`config.mk`:
```
export PLATFORM = sky130hd
export DESIGN_NAME = irq_status_ctrl
export DESIGN_NICKNAME = d
export VERILOG_FILES = /design/src/rtl/irq_pkg.sv /design/src/rtl/irq_holdoff_timer.sv /design/src/rtl/irq_pending_bank.sv /design/src/rtl/irq_status_ctrl.sv
export SDC_FILE = /design/constraint.sdc
export NUM_CORES = 1
export LEC_CHECK = 0
export BUFFER_PORTS_ARGS = -buffer_cell sky130_fd_sc_hd__buf_2
export CORE_UTILIZATION = 49
export DETAILED_ROUTE_END_ITERATION = 6
export MAX_ROUTING_LAYER = met4
export PLACE_DENSITY = 0.76
export SYNTH_ARGS = -nofsm -noshare
export SYNTH_HDL_FRONTEND = slang
export SYNTH_HIERARCHICAL = 1
export SYNTH_SLANG_ARGS = --single-unit
export TNS_END_PERCENT = 20
```
`constraint.sdc`:
```
create_clock -name clk -period 2.05 [get_ports clk]
set_input_delay 0.205 -clock clk [delete_from_list [all_inputs] [get_ports clk]]
set_output_delay 0.205 -clock clk [all_outputs]
set_load 0.05 [all_outputs]
```
`src/rtl/irq_pkg.sv`:
```
package irq_pkg;
  localparam int DATA_W       = 32;
  localparam int N_FIXED_EVT  = 9;
  localparam int CTRL_W       = 9;
  localparam int N_HOLD       = 2;

  localparam logic [3:0] IDX_STAT_CLR  = 4'h1;
  localparam logic [3:0] IDX_STAT_PEEK = 4'h2;
  localparam logic [3:0] IDX_ENABLE    = 4'h3;
  localparam logic [3:0] IDX_MCTRL     = 4'h4;

  localparam int BIT_HOLD_SHORT = 0;
  localparam int BIT_HOLD_LONG  = 1;
  localparam int BIT_TXCH0      = 9;
endpackage

```
`src/rtl/irq_holdoff_timer.sv`:
```
module irq_holdoff_timer #(
  parameter int DUR_CYC = 62500,
  localparam int CW = $clog2(DUR_CYC + 1)
) (
  input  logic clk,
  input  logic rst_n,
  input  logic load,
  input  logic start,
  output logic active
);
  logic [CW-1:0] cnt_q, cnt_d;

  always_comb begin
    cnt_d = cnt_q;
    if (load)
      cnt_d = start ? CW'(DUR_CYC) : '0;
    else if (cnt_q != '0)
      cnt_d = cnt_q - 1'b1;
  end

  always_ff @(posedge clk or negedge rst_n) begin
    if (!rst_n) cnt_q <= '0;
    else        cnt_q <= cnt_d;
  end

  assign active = (cnt_q != '0);

  // an idle timer stays idle unless it is loaded
  p_idle_stays_r8: assert property (@(posedge clk) disable iff (!rst_n)
    (!load && !active) |=> !active);
  // loading with start low stops the timer
  p_stop_r12: assert property (@(posedge clk) disable iff (!rst_n)
    (load && !start) |=> !active);
endmodule

```
`src/rtl/irq_pending_bank.sv`:
```
module irq_pending_bank #(
  parameter int W = 17
) (
  input  logic         clk,
  input  logic         rst_n,
  input  logic [W-1:0] evt,
  input  logic         clr,
  input  logic         en_we,
  input  logic [W-1:0] en_wdata,
  output logic [W-1:0] pend,
  output logic [W-1:0] en
);
  logic [W-1:0] pend_d, en_d;

  always_comb begin
    pend_d = (clr ? '0 : pend) | evt;
    en_d   = en_we ? en_wdata : en;
  end

  always_ff @(posedge clk or negedge rst_n) begin
    if (!rst_n) begin
      pend <= '0;
      en   <= '0;
    end else begin
      pend <= pend_d;
      en   <= en_d;
    end
  end

  // every pulsed event is pending on the next cycle
  p_evt_sets_r4: assert property (@(posedge clk) disable iff (!rst_n)
    (|evt) |=> ((pend & $past(evt)) == $past(evt)));
  // without a clearing read, no pending bit is lost
  p_keep_r1: assert property (@(posedge clk) disable iff (!rst_n)
    !clr |=> ((pend & $past(pend)) == $past(pend)));
  // a clearing read with no new event leaves nothing pending
  p_clear_r2: assert property (@(posedge clk) disable iff (!rst_n)
    (clr && evt == '0) |=> (pend == '0));
  // a new event survives a clearing read on the same edge
  p_collide_r3: assert property (@(posedge clk) disable iff (!rst_n)
    (clr && |evt) |=> (pend == $past(evt)));
endmodule

```
`src/rtl/irq_status_ctrl.sv`:
```
module irq_status_ctrl
  import irq_pkg::*;
#(
  parameter int ADDR_W         = 4,
  parameter int N_TXCH         = 8,
  parameter int HOLD_SHORT_CYC = 62500,
  parameter int HOLD_LONG_CYC  = 125000,
  localparam int NEVT = N_FIXED_EVT + N_TXCH
) (
  input  logic              clk,
  input  logic              rst_n,
  input  logic              reg_wr,
  input  logic              reg_rd,
  input  logic [ADDR_W-1:0] reg_addr,
  input  logic [31:0]       reg_wdata,
  output logic [31:0]       reg_rdata,
  input  logic [NEVT-1:0]   evt_pulse,
  output logic              irq_o
);
  logic [3:0] idx;
  logic       sel_clr, sel_peek, sel_en, sel_mc;
  logic       clr, en_we, mc_we;
  logic [NEVT-1:0] pend, en;
  logic [CTRL_W-1:BIT_HOLD_LONG+1] mc_q, mc_d;
  logic [N_HOLD-1:0] hold_act;
  logic       hold_any;

  assign idx      = 4'(reg_addr);
  assign sel_clr  = (idx == IDX_STAT_CLR);
  assign sel_peek = (idx == IDX_STAT_PEEK);
  assign sel_en   = (idx == IDX_ENABLE);
  assign sel_mc   = (idx == IDX_MCTRL);
  assign clr      = reg_rd & sel_clr;
  assign en_we    = reg_wr & sel_en;
  assign mc_we    = reg_wr & sel_mc;

  irq_pending_bank #(.W(NEVT)) u_bank (
    .clk      (clk),
    .rst_n    (rst_n),
    .evt      (evt_pulse),
    .clr      (clr),
    .en_we    (en_we),
    .en_wdata (reg_wdata[NEVT-1:0]),
    .pend     (pend),
    .en       (en)
  );

  for (genvar g = 0; g < N_HOLD; g++) begin : g_hold
    localparam int DUR = (g == BIT_HOLD_SHORT) ? HOLD_SHORT_CYC : HOLD_LONG_CYC;
    irq_holdoff_timer #(.DUR_CYC(DUR)) u_tmr (
      .clk    (clk),
      .rst_n  (rst_n),
      .load   (mc_we),
      .start  (reg_wdata[g]),
      .active (hold_act[g])
    );
  end

  assign hold_any = |hold_act;

  always_comb begin
    mc_d = mc_q;
    if (mc_we) mc_d = reg_wdata[CTRL_W-1:BIT_HOLD_LONG+1];
  end

  always_ff @(posedge clk or negedge rst_n) begin
    if (!rst_n) mc_q <= '0;
    else        mc_q <= mc_d;
  end

  always_comb begin
    reg_rdata = '0;
    if (reg_rd) begin
      if (sel_clr || sel_peek) reg_rdata[NEVT-1:0] = pend;
      else if (sel_en)         reg_rdata[NEVT-1:0] = en;
      else if (sel_mc)         reg_rdata[CTRL_W-1:0] = {mc_q, hold_act};
    end
  end

  assign irq_o = (|(pend & en)) & ~hold_any;

  // nothing is delivered while a holdoff window runs
  p_hold_gate_r8: assert property (@(posedge clk) disable iff (!rst_n)
    hold_any |-> !irq_o);
  // an enabled pending bit raises the output outside holdoff
  p_irq_r6: assert property (@(posedge clk) disable iff (!rst_n)
    ((|(pend & en)) && !hold_any) |-> irq_o);
  // enable register takes the written bits
  p_en_write_r5: assert property (@(posedge clk) disable iff (!rst_n)
    en_we |=> (en == $past(reg_wdata[NEVT-1:0])));
  // writes to status views leave status alone
  p_ro_status_r10: assert property (@(posedge clk) disable iff (!rst_n)
    (reg_wr && (sel_clr || sel_peek) && !clr && evt_pulse == '0) |=> (pend == $past(pend)));
  // control bits hold their value without a control write
  p_mc_hold_r7: assert property (@(posedge clk) disable iff (!rst_n)
    !mc_we |=> $stable(mc_q));
endmodule

```
==> reports/qor.csv, run 1 <==
metric,value,unit
Total GRT Usage,25.10,%
CTS tree,built,
num rows,33,
"Power, Total",5.598,mW
CTS H-tree depth,3,
DR DRC count,0,
die width,93.64,um
Rel. slew slack,55.43,%
Setup crit end kind,output port,
Vias/cell,5.705,
initial antenna violation count,0,
final non-filler cell total,604,
highest-count cells in the layout ignoring fill and taps,"dfrtp_1, buf_2, buf_4, o21ai_0, a21o_1",
status,"finished, violations left",
crit-path leading delay family,simple AND/OR/NAND/NOR gates,
number of flops mapped to enable cells by yosys,0,
slowest stage cell on the critical path,or4_4,
first-pass GRT wire length,16.52,mm
worst path bufs/invs,2,
"FFs w/ async S/R, synth",100.0,%
detailed-route via count,3446,
wire length on met1,4.294,mm
post-synthesis compound-gate area fraction,18.39,%
maximum root-to-sink buffer count,2,
final WL,9.921,mm
leak pwr,2.219,nW
pin count of the biggest net entering global routing,27,
Hold Fails Final Rpt,0,
synth warn,6,
largest family of logic cells by synthesized area,simple AND/OR/NAND/NOR gates,
Worst EP required,1.85,ns
Setup Skew,0.006652,ns
vias in the first global route,3461,
DR pass1 iterations,5,
GPL Wtd Cong,0.8857,
post-synthesis xor/xnor area fraction,1.703,%
Worst Path Arrival,2.21,ns
number of input and output port buffers inserted,59,
Initial Util,50.34,%
routed wl met3,509,um
Routed met2 length,4.945,mm
maxcap violations,0,
"FF+latch count, synth",74,
Placed Cells,584,
Hold Crit Class,in -> reg,
library cells used by synthesis,63,
Starting DRT DRC Count,196,
ys flop type,dfrtp_1,
area of the core,8175,um2
CTS Buf Count,9,
post-synthesis instance area,4115,um2
"Slew Viols, Final",0,
Pwr per Cell Area,1090,nW/um2
IO Count,90,
fraction of layout cells with a size suffix above 1,35.87,%
crit-path cells,or4_4 > nand2b_4 > nor4_4 > inv_2 > a311oi_4 > buf_6,
violated checks,setup timing,
ANT cells,0,
clock-pin slew on the worst setup and hold paths,0.08,ns
Setup CP Type,reg -> out,
Tmin final,2.411,ns
Final Cycle Share,117.6,%
Layout Nets,554,
Mapped Cells,394,
syn avg cell area,10.44,um2
Root Driver,clkbuf_8,
"most common cell after layout, fill and taps aside",dfrtp_1,
Slew @ Worst Pin,0.6685,ns
final setup fails,3,
unrepaired setup endpoints after global routing,true,
clock net sink count,74,
critical path peak fanout,2,
PnR worst setup slack,-0.3609,ns
Die Ht,93.64,um
Post-Synth Simple-Gate Area,18.91,%
Worst-Skew Late Latency,0.35,ns
die area,8768,um2
DP Wirelength,6.985,mm
synthesis-to-layout area growth,24.81,%
Routed Antenna Nets,0,
top layer in use,met4,
f_max,0.4148,GHz
GR Overflow Total,0,
sequential-to-total area share from yosys stat,45.00,%
adder-cell share of the synthesized area,0.6081,%
wire per inst,16.43,um
worst ir drop on vdd,0.6536,mV
Startpoint Class,flip-flop,
"slowest stage delay, CP",0.53,ns
mux cell area share after synthesis,9.121,%
final timing paths:
check	start	end	slack [ns]	depth (start not counted)
worst min-delay path	evt_pulse[5]	u_bank/pend[5]	0.03	2
worst min register to register	u_bank/pend[16]	u_bank/pend[16]	0.51	1
worst max-delay path	g_hold[0].u_tmr/cnt_q[13]	irq_o	-0.36	6
min in group asynchronous	rst_n	g_hold[0].u_tmr/cnt_q[3]	0.44	2
worst max register to register	g_hold[0].u_tmr/cnt_q[13]	g_hold[0].u_tmr/cnt_q[11]	0.05	6
max in group asynchronous	rst_n	u_bank/pend[7]	1.02	3
logic make-up (layout without fill, tap and decap cells):
kind of cell,Yosys count,in the layout
fa+ha+maj,2,2
buf+inv,43,134
other cells,1,15
compound gates,117,117
flops,74,74
simple gates,120,120
xor+xnor,8,8
mux,29,29
report_power, final:
part           leakage, nW  switching [mW]  internal [mW]
clock                0.118           0.547          0.833
sequential           0.844           0.434           1.85
combinational         1.26           0.972          0.962
total                 2.22            1.95           3.64
cell type report:
type | instances | area, um2
multi-input cells | 291 | 2168
well taps | 105 | 131.4
repair buffers | 105 | 690.7
flip-flops and latches | 74 | 1853
inverters | 14 | 52.55
clock inverters | 5 | 102.6
clock buffers | 10 | 137.6
fillers | 672 | 3039
layer usage:
| layer | GRT usage [%] | up-vias |
|---|---|---|
| met2 | 40.50 | 108 |
| met1 | 31.78 | 1690 |
| met4 | 10.51 | 0 |
| li1 | - | 1630 |
| met5 | - | - |
| met3 | 3.659 | 18 |
Yosys cell counts, drive strengths merged, types with 3 or more instances:
cell type	count	area share [%]
dfrtp	74	45
o21ai	30	3.6
mux2	28	8.6
a21o	27	4.9
nand2	27	2.6
a21oi	23	2.8
buf	22	4.3
nor2	17	1.6
a22oi	12	2.2
inv	12	1.1
nor2b	12	1.8
nor4	11	3.1
nand4	8	1.4
clkbuf	7	0.64
nor3	7	0.97
or3	7	1.2
xor2	6	1.3
nand2b	5	0.76
or4	5	1.0
a31oi	4	0.61
nand3	4	0.49
nor3b	4	1.2
o211ai	4	0.73
and3	3	0.49
nand3b	3	0.85
o31ai	3	0.55
what timing repair did:
item	CTS	global route
pin swaps	3	3
hold buffers	1	0
setup endpoints to repair	3	8
buffers inserted	2	2
resized for setup	13	9
endpoints found under the hold margin	23	0
registers in the layout, summed over array words and instances (netlist names):
register and flops:
u_bank/pend 17, mc_q 7, u_bank/en 17, g_hold.u_tmr/cnt_q 33
per-stage QoR:
step	utilization [%]	area (um2)	setup TNS (ns)	hold WS (ns)	setup WS (ns)
floorplan	-	4214	-0.3250	-0.09059	-0.1449
finish	62.83	5136	-0.7340	0.02894	-0.3609
detailed placement	58.34	4770	-0.1098	0.2585	-0.09222
global placement	58.34	4770	-0.1006	0.2502	-0.08312
global route	62.83	5136	-1.029	0.02315	-0.4493
CTS	62.17	5082	-0.6945	0.01824	-0.3155
Power figures use the tool's default switching activity.
==> run 2: changes to the inputs <==
- CORE_UTILIZATION: 49 -> 58
- CTS_BUF_LIST: default -> sky130_fd_sc_hd__clkbuf_16
- PLACE_DENSITY: 0.76 -> 0.86
- SYNTH_HIERARCHICAL: 1 -> default
- clock period: 2.05 -> 2.95 ns (I/O delays scaled with it)
==> reports/qor.csv, run 2 <==
metric,value,unit
Slew @ Worst Pin,1.038,ns
Tmin final,2.867,ns
clock-pin slew on the worst setup and hold paths,0.06,ns
pin count of the biggest net entering global routing,48,
CTS H-tree depth,3,
library cells used by synthesis,49,
cts hold-fix bufs,0,
num rows,28,
die area,6729,um2
Final Cycle Share,97.17,%
area of the core,6061,um2
max reg flops,33,
GPL Wtd Cong,0.8200,
"most common cell after layout, fill and taps aside",dfrtp_1,
maxcap violations,0,
sequential-to-total area share from yosys stat,49.85,%
highest-count cells in the layout ignoring fill and taps,"dfrtp_1, buf_2, nand2_1, nor2_1, a21o_1",
"FF+latch count, synth",74,
Setup Skew,0.004678,ns
Total GRT Usage,28.77,%
status,completed,
Root Driver,clkbuf_16,
number of input and output port buffers inserted,59,
CTS Buf Count,9,
post-synthesis instance area,3715,um2
top-count cell post-synth,dfrtp_1,
"FFs w/ async S/R, synth",100.0,%
fraction of layout cells with a size suffix above 1,25.28,%
top-area cell type share of the netlist area,49.85,%
synth warn,0,
initial antenna violation count,0,
clock net sink count,74,
setup TNS,0,ns
largest reg by FF count,g_hold.u_tmr.cnt_q,
Area contributors post-synth,"dfrtp_1, mux2_2, a21o_1",
Setup CP Type,reg -> out,
Rel. slew slack,30.83,%
crit-path cells,or4_4 > or3_1 > or3_1 > a21oi_1 > nor2_1 > buf_2,
DR pass1 iterations,5,
number of flops mapped to enable cells by yosys,0,
worst path bufs/invs,1,
hold_ws,0.1376,ns
ANT cells,0,
Setup crit end kind,output port,
Routed Antenna Nets,0,
final core utilization,72.34,%
die width,82.03,um
CTS tree,built,
IO Count,90,
"slowest stage delay, CP",0.56,ns
leak pwr,1.949,nW
Worst EP required,2.65,ns
f_max,0.3489,GHz
Layout Nets,493,
final WL,8.761,mm
Hold Crit Class,in -> reg,
crit-path leading delay family,simple AND/OR/NAND/NOR gates,
Synth area leader,dfrtp_1,
DP Wirelength,5.959,mm
Starting DRT DRC Count,248,
final setup fails,0,
worst ir drop on vdd,0.5195,mV
postcts setup bufs,0,
slowest stage cell on the critical path,or4_4,
"Slew Viols, Final",0,
largest registers,"g_hold.u_tmr.cnt_q x33, u_bank.en x17, u_bank.pend x17",
Startpoint Class,flip-flop,
syn avg cell area,10.18,um2
GR Overflow Total,0,
Hold Fails Final Rpt,0,
"Power, Total",3.602,mW
DR DRC count,0,
Vias/cell,6.021,
Post-synth top cells,"dfrtp_1, nand2_1, nor2_1, a21o_1, o21ai_0",
"most used cell, CP",or3_1,
Worst-Skew Late Latency,0.33,ns
maximum root-to-sink buffer count,2,
unrepaired setup endpoints after global routing,false,
ys flop type,dfrtp_1,
vias in the first global route,2887,
first-pass GRT wire length,13.88,mm
synthesis-to-layout area growth,18.02,%
Pwr per Cell Area,821.5,nW/um2
detailed-route via count,3095,
Die Ht,82.03,um
wire per inst,17.04,um
critical path peak fanout,4,
Initial Util,61.29,%
Worst Path Arrival,2.57,ns
Mapped Cells,365,
run 2: cell types whose count changed after synthesis, moves of 8 or more:
| cell | previous run | this run |
|---|---|---|
| xnor2_1 | 2 | 11 |
| nand2_1 | 26 | 37 |
| a21o_1 | 27 | 19 |
| o21ai_0 | 30 | 18 |
| mux2_4 | 10 | 0 |
| nor2_1 | 16 | 31 |
| a21oi_1 | 23 | 8 |
run 2: metrics by stage:
| stage | std cells | instance area [um2] | worst slack [ns] |
|---|---|---|---|
| floorplan | 379 | 3772 | 0.1982 |
| global placement | 498 | 4098 | 0.4332 |
| detailed placement | 498 | 4098 | 0.4202 |
| CTS | 514 | 4382 | 0.05235 |
| global route | 514 | 4384 | 0.01932 |
| finish | 514 | 4384 | 0.08345 |
run 2: timing repair:
action | in CTS | in global routing
setup endpoints to repair | 0 | 1
gates resized for setup | 0 | 1
hold endpoints to repair | 0 | 0
run 2: worst paths after layout:
check | cells past startpoint | slack, ns | from | to
max reg2reg | 6 | 0.55 | g_hold[1].u_tmr.cnt_q[12] | g_hold[1].u_tmr.cnt_q[13]
min in group asynchronous | 1 | 0.15 | rst_n | g_hold[1].u_tmr.cnt_q[14]
min reg2reg | 2 | 0.48 | mc_q[5] | mc_q[5]
max in group asynchronous | 2 | 2.00 | rst_n | u_bank.pend[16]
min | 2 | 0.14 | evt_pulse[11] | u_bank.pend[11]
max | 6 | 0.08 | g_hold[1].u_tmr.cnt_q[12] | reg_rdata[1]
run 2: power breakdown:
group          switching, mW  internal, mW  total [mW]  leakage [nW]
clock                  0.405         0.644        1.05         0.140
sequential             0.277          1.30        1.58         0.860
combinational          0.532         0.440       0.972         0.949
run 2: cell families (layout without fill, tap and decap cells):
group	after synthesis	in the layout	share of synthesized area [%]
simple gates	132	132	17.95
mux	19	19	5.692
fa+ha+maj	2	2	0.6735
buf+inv	35	95	5.254
other cells	1	15	0.1009
flops	74	74	49.85
compound gates	82	82	15.76
xor+xnor	20	20	4.715
run 2: worst reg2reg max path, cell delays in order, from the launching register on:
cell	delay, ns
dfrtp_1	0.41
or4_4	0.56
or3_1	0.33
or3_1	0.48
buf_4	0.21
nand2_1	0.14
o21ai_0	0.14
run 2: layout make-up:
type	count	area, um2
Sequential cell	74	1852
Fill cell	439	1677
Multi-Input combinational cell	270	1737
Tap cell	75	93.84
Timing Repair Buffer	71	387.9
Inverter	8	30.03
Clock buffer	9	225.2
Clock inverter	7	58.81
run 2: layer usage:
| metal | track usage, % | wire [um] | share of wire, % |
|---|---|---|---|
| met5 | - | 0 | 0 |
| met4 | 10.70 | 191 | 2.2 |
| met3 | 6.667 | 603 | 6.9 |
| met2 | 44.38 | 4306 | 49 |
| met1 | 36.91 | 3659 | 42 |
